[src/rtl/adc_ilv_capture.sv]
module adc_ilv_capture #(
  parameter int DW   = 12,
  parameter int NCH  = 4,
  parameter int CNTW = 16,
  parameter int IDXW = 10
) (
  input  logic                   clk,
  input  logic                   rst_n,
  input  logic                   par_en,
  input  logic                   cnt_clr,
  input  logic                   in_vld,
  input  logic [DW-1:0]          in_data,
  input  logic                   in_par,
  input  logic                   sync_grp,
  input  logic                   sync_chirp,
  output logic                   out_vld,
  output logic [DW-1:0]          out_data,
  output logic [$clog2(NCH)-1:0] out_ch,
  output logic [IDXW-1:0]        out_idx,
  output logic                   out_perr,
  output logic                   out_ferr,
  output logic [CNTW-1:0]        perr_cnt,
  output logic [CNTW-1:0]        ferr_cnt
);
  localparam int CHW = $clog2(NCH);
  localparam logic [CHW-1:0] LAST_CH = CHW'(NCH - 1);
  localparam logic [CNTW-1:0] CNT_MAX = '1;

  logic [CHW-1:0]  nxt_ch;
  logic [IDXW-1:0] nxt_idx;
  logic [CHW-1:0]  cur_ch;
  logic [IDXW-1:0] cur_idx;
  logic            cur_perr, cur_ferr;

  assign cur_ch   = sync_grp ? '0 : nxt_ch;
  assign cur_ferr = sync_grp && (nxt_ch != '0);
  assign cur_perr = par_en && (^{in_data, in_par});
  assign cur_idx  = sync_chirp ? '0 : nxt_idx;

  always_ff @(posedge clk) begin
    if (!rst_n) begin
      out_vld  <= 1'b0;
      out_data <= '0;
      out_ch   <= '0;
      out_idx  <= '0;
      out_perr <= 1'b0;
      out_ferr <= 1'b0;
      nxt_ch   <= '0;
      nxt_idx  <= '0;
    end else begin
      out_vld  <= in_vld;
      out_perr <= in_vld && cur_perr;
      out_ferr <= in_vld && cur_ferr;
      if (in_vld) begin
        out_data <= in_data;
        out_ch   <= cur_ch;
        out_idx  <= cur_idx;
        nxt_ch   <= (cur_ch == LAST_CH) ? '0 : cur_ch + CHW'(1);
        nxt_idx  <= cur_idx + IDXW'(1);
      end
    end
  end

  always_ff @(posedge clk) begin
    if (!rst_n || cnt_clr) begin
      perr_cnt <= '0;
      ferr_cnt <= '0;
    end else begin
      if (in_vld && cur_perr && perr_cnt != CNT_MAX) perr_cnt <= perr_cnt + CNTW'(1);
      if (in_vld && cur_ferr && ferr_cnt != CNT_MAX) ferr_cnt <= ferr_cnt + CNTW'(1);
    end
  end

  assert_vld_follows_R2: assert property (@(posedge clk) disable iff (!rst_n)
    1'b1 |=> out_vld == $past(in_vld));
  assert_rotation_R3: assert property (@(posedge clk) disable iff (!rst_n)
    in_vld && !sync_grp && out_vld |=>
      out_ch == (($past(out_ch) == LAST_CH) ? '0 : $past(out_ch) + CHW'(1)));
  assert_sync_ch0_R4: assert property (@(posedge clk) disable iff (!rst_n)
    in_vld && sync_grp |=> out_ch == '0);
  assert_par_off_R6: assert property (@(posedge clk) disable iff (!rst_n)
    !par_en && !cnt_clr |=> !out_perr && $stable(perr_cnt));
  assert_chirp_idx_R7: assert property (@(posedge clk) disable iff (!rst_n)
    in_vld && sync_chirp |=> out_idx == '0);
  assert_saturate_R8: assert property (@(posedge clk) disable iff (!rst_n)
    perr_cnt == CNT_MAX && !cnt_clr |=> perr_cnt == CNT_MAX);
  assert_clear_R9: assert property (@(posedge clk) disable iff (!rst_n)
    cnt_clr |=> perr_cnt == '0 && ferr_cnt == '0);
  assert_idle_quiet_R10: assert property (@(posedge clk) disable iff (!rst_n)
    !in_vld && !cnt_clr |=> !out_perr && !out_ferr && $stable(perr_cnt) && $stable(ferr_cnt));
endmodule

[config.mk]
export PLATFORM = sky130hd
export DESIGN_NAME = adc_ilv_capture
export DESIGN_NICKNAME = d
export VERILOG_FILES = /design/src/rtl/adc_ilv_capture.sv
export SDC_FILE = /design/constraint.sdc
export NUM_CORES = 1
export LEC_CHECK = 0
export CORE_AREA = 2 2 108 110
export CTS_BUF_LIST = sky130_fd_sc_hd__clkbuf_2
export DETAILED_ROUTE_END_ITERATION = 10
export DIE_AREA = 0 0 110 112
export DONT_BUFFER_PORTS = 1
export GPL_TIMING_DRIVEN = 0
export HOLD_SLACK_MARGIN = 0.08
export PLACE_DENSITY_LB_ADDON = 0.2
export RECOVER_POWER = 100
export SLEW_MARGIN = 20
export SYNTH_ARGS = -nofsm -noshare
export SYNTH_HDL_FRONTEND = slang
export SYNTH_SLANG_ARGS = --single-unit
[constraint.sdc]
create_clock -name clk -period 2.4 [get_ports clk]
set_input_delay 0.24 -clock clk [delete_from_list [all_inputs] [get_ports clk]]
set_output_delay 0.24 -clock clk [all_outputs]
set_load 0.01 [all_outputs]
==> results.toml <==
[critical_path]
crit_family = "simple AND/OR/NAND/NOR gates"
crit_chain = "ha_1 > and2_0 > nand3_1 > o21ai_0 > clkbuf_2 > nor4_1 > mux2i_1"
crit_start = "perr_cnt[0]$_SDFFE_PP0P_"
critPathLaunchType = "register"
end_kind = "register"
cpPeakStageDelay_ps = 420
critPathMaxFanout = 10
ff2ff_path_depth = 7
crit_buf_inv = 1
rr_endpoint = "perr_cnt[8]$_SDFFE_PP0P_"
path_depth = 7
critical_path_class = "register to register"
critPathRequiredTime_ps = 2880
endpoint = "perr_cnt[8]$_SDFFE_PP0P_"
r2r_slack_ps = 250
cpMaxStageDelayCell = "dfxtp_1"
critPathArrivalTime_ps = 2620
r2r_start = "perr_cnt[0]$_SDFFE_PP0P_"

[synth]
netlist_area_um2 = 3290
ys_warn_count = 0
ys_seq_elements = 71
ys_seq_area_share_pct = 43.2
synth.avg_cell_area_um2 = 8.74
syn_nets = 400
yosys.cell_types.count = 51
synth_largest_area_cell = "dfxtp_1"
synthCells = 377
synth_top_area_share_pct = 43.2
async_reset_ff_share_pct = 0
synth_edf_count = 0
synth-main-ff-cell = "dfxtp_1"
synth_area_leaders = "dfxtp_1 (43%), nor2_1 (6.6%), mux2i_1 (6.1%)"

[floorplanning]
core_area_um2 = 11200
start_util_pct = 29.5
rows = 39
dieArea_um2 = 12300
io_pins = 79
chipHeight_um = 112
die_w_um = 110

[timing]
fin_crit_ps = 2150
timing.hold.ws_ps = 142
rsz0062_at_grt = "no"
finalCritPeriodShare_pct = 89.4
maxSlewViolCount = 0
worst_pin_slew_ps = 799
setup_tns_ps = 0
max-slew-margin-rel_pct = 46.3
fmax_ghz = 0.466
finalSetupViolCount = 0
fin_ws_ps = 255
fin_worst_skew_ps = 17.4
hold_viol_final = 0

[power]
p_leak_nw = 1.33
power_density_nw_per_um2 = 563
power_mw = 2.10
ir_drop_mv = 0.203

[global_routing]
grt_usage_pct = 14.4
grt_pass1_vias = 2696
grt_overflow = 0
grt_first_pass_wirelength_um = 13500
antenna_found_initial = 0
grt_start_max_net_pins = 11

[routing]
wirelength_um = 8690
dr.pass1.iters = 4
wire_per_inst_um = 15.7
viasPerCell = 5.00
vias = 2765
drtIter0Drc = 112
antenna_left = 0
drc = 0

[cells_and_area]
finish.utilization_pct = 33.4
area_growth_pct = 13.3
nets = 430
final-instance-count-excl-fill = 553
layout-drive-gt1-share_pct = 6.83
postLayoutCellArea_um2 = 3730
antennaDiodeCount = 0

[clock_tree]
cts_buffers = 9
post_cts_buffers = 0
htreeDepth = 3
clk_pin_slew_ps = 190
cts_root_buf = "clkbuf_2"
cts.sinks = 71
cts_tree = "built"
clock_latency_ps = 530
cts_buffer_depth = 2

[placement]
gp_congestion = 0.863
place_area_um2 = 3470
placement.io_buffers = 0
dp_slack_ps = 169
dpl.cell_count = 520
dp.final_hpwl_um = 6060

[min_path]
hp-start = "sync_chirp"
holdCritPathClass = "primary input to register"

[outcome]
outcome = "finished, final reports clean"

[job]
maxCapViolations = 0
flip-flops by register name, summed over array words and instances, names as in the netlist:
register and flops:
out_vld 1, nxt_ch 2, out_ferr 1, out_perr 1
out_idx 10, out_data 12, ferr_cnt 16, out_ch 2
nxt_idx 10, perr_cnt 16
worst register-to-register path, cell delays in order, from the launching register on:
cell,delay (ps)
dfxtp_1,420
ha_1,280
and2_0,210
nand3_1,140
o21ai_0,160
clkbuf_2,250
nor4_1,410
mux2i_1,230
cells by family (layout without fill, tap and decap cells):
kind of cell | count (synthesis) | count (layout) | synth area share (%)
xor gates and xnor gates | 28 | 28 | 8.70
DFF | 71 | 71 | 43.2
buffers and inverters | 21 | 54 | 2.70
and+or+nand+nor | 177 | 177 | 26.7
AOI/OAI and AO/OA | 55 | 55 | 10.9
adders and majority gates | 3 | 3 | 1.14
muxes | 22 | 22 | 6.76
synth_stat cells, drive strengths merged (5+ instances only):
library cell	instances
nand2	35
xnor2	18
xor2	7
o31ai	5
and3	8
a21oi	21
mux2i	20
dfxtp	71
nor4	6
nand3	17
nand4	8
nor3	6
o21ai	9
and2	8
nor2	58
clkbuf	11
buf	6
or2	7
cell type report:
| type | instances | area (µm²) |
|---|---|---|
| fill | 1181 | 7440 |
| sequential | 71 | 1420 |
| buffer | 17 | 75.1 |
| tap | 143 | 179 |
| clock inverter | 3 | 12.5 |
| clock buffer | 11 | 55.1 |
| inverter | 4 | 15.0 |
| multi-input combinational | 285 | 1780 |
| timing repair buffer | 19 | 190 |
cell usage in the layout, fill, tap and decap left out, types with 8 or more instances in the layout:
cell	netlist	routed
clkbuf_1	11	13
dlygate4sd3_1	0	19
mux2i_1	20	20
and3_1	8	8
dfxtp_1	71	71
a21oi_1	21	21
nand2_1	35	35
nor2_1	58	58
nand4_1	8	8
clkbuf_2	0	13
xnor2_1	18	18
o21ai_0	9	9
nand3_1	17	17
worst min path at each step:
stage	cells after the start	end	slack, ps
global placement	2	nxt_ch[0]$_SDFFE_PN0P_	380
detailed placement	2	nxt_idx[0]$_SDFFE_PN0P_	390
floorplan	2	nxt_ch[0]$_SDFFE_PN0P_	380
finish	4	nxt_idx[8]$_SDFFE_PN0P_	140
CTS	4	nxt_idx[8]$_SDFFE_PN0P_	80
global route	4	nxt_idx[8]$_SDFFE_PN0P_	130
where the power goes:
group / internal [mW] / leakage [nW] / switching (mW)
registers: 1.20 / 0.576 / 0.0278
logic: 0.122 / 0.704 / 0.202
clock network: 0.126 / 0.0527 / 0.421
routing by layer:
layer | share of wire, % | wire, µm | track usage [%]
met4 | 1.9 | 161 | 6.84
met2 | 48 | 4160 | 23.9
met3 | 7.3 | 637 | 4.39
met1 | 43 | 3730 | 16.7
met5 | 0 | 0 | 0
timing repair:
item	CTS	global route
hold buffers	19	0
setup endpoints to repair	0	8
hold endpoints to repair	41	0
gates resized for setup	0	3
(Power assumes the default switching activity.)
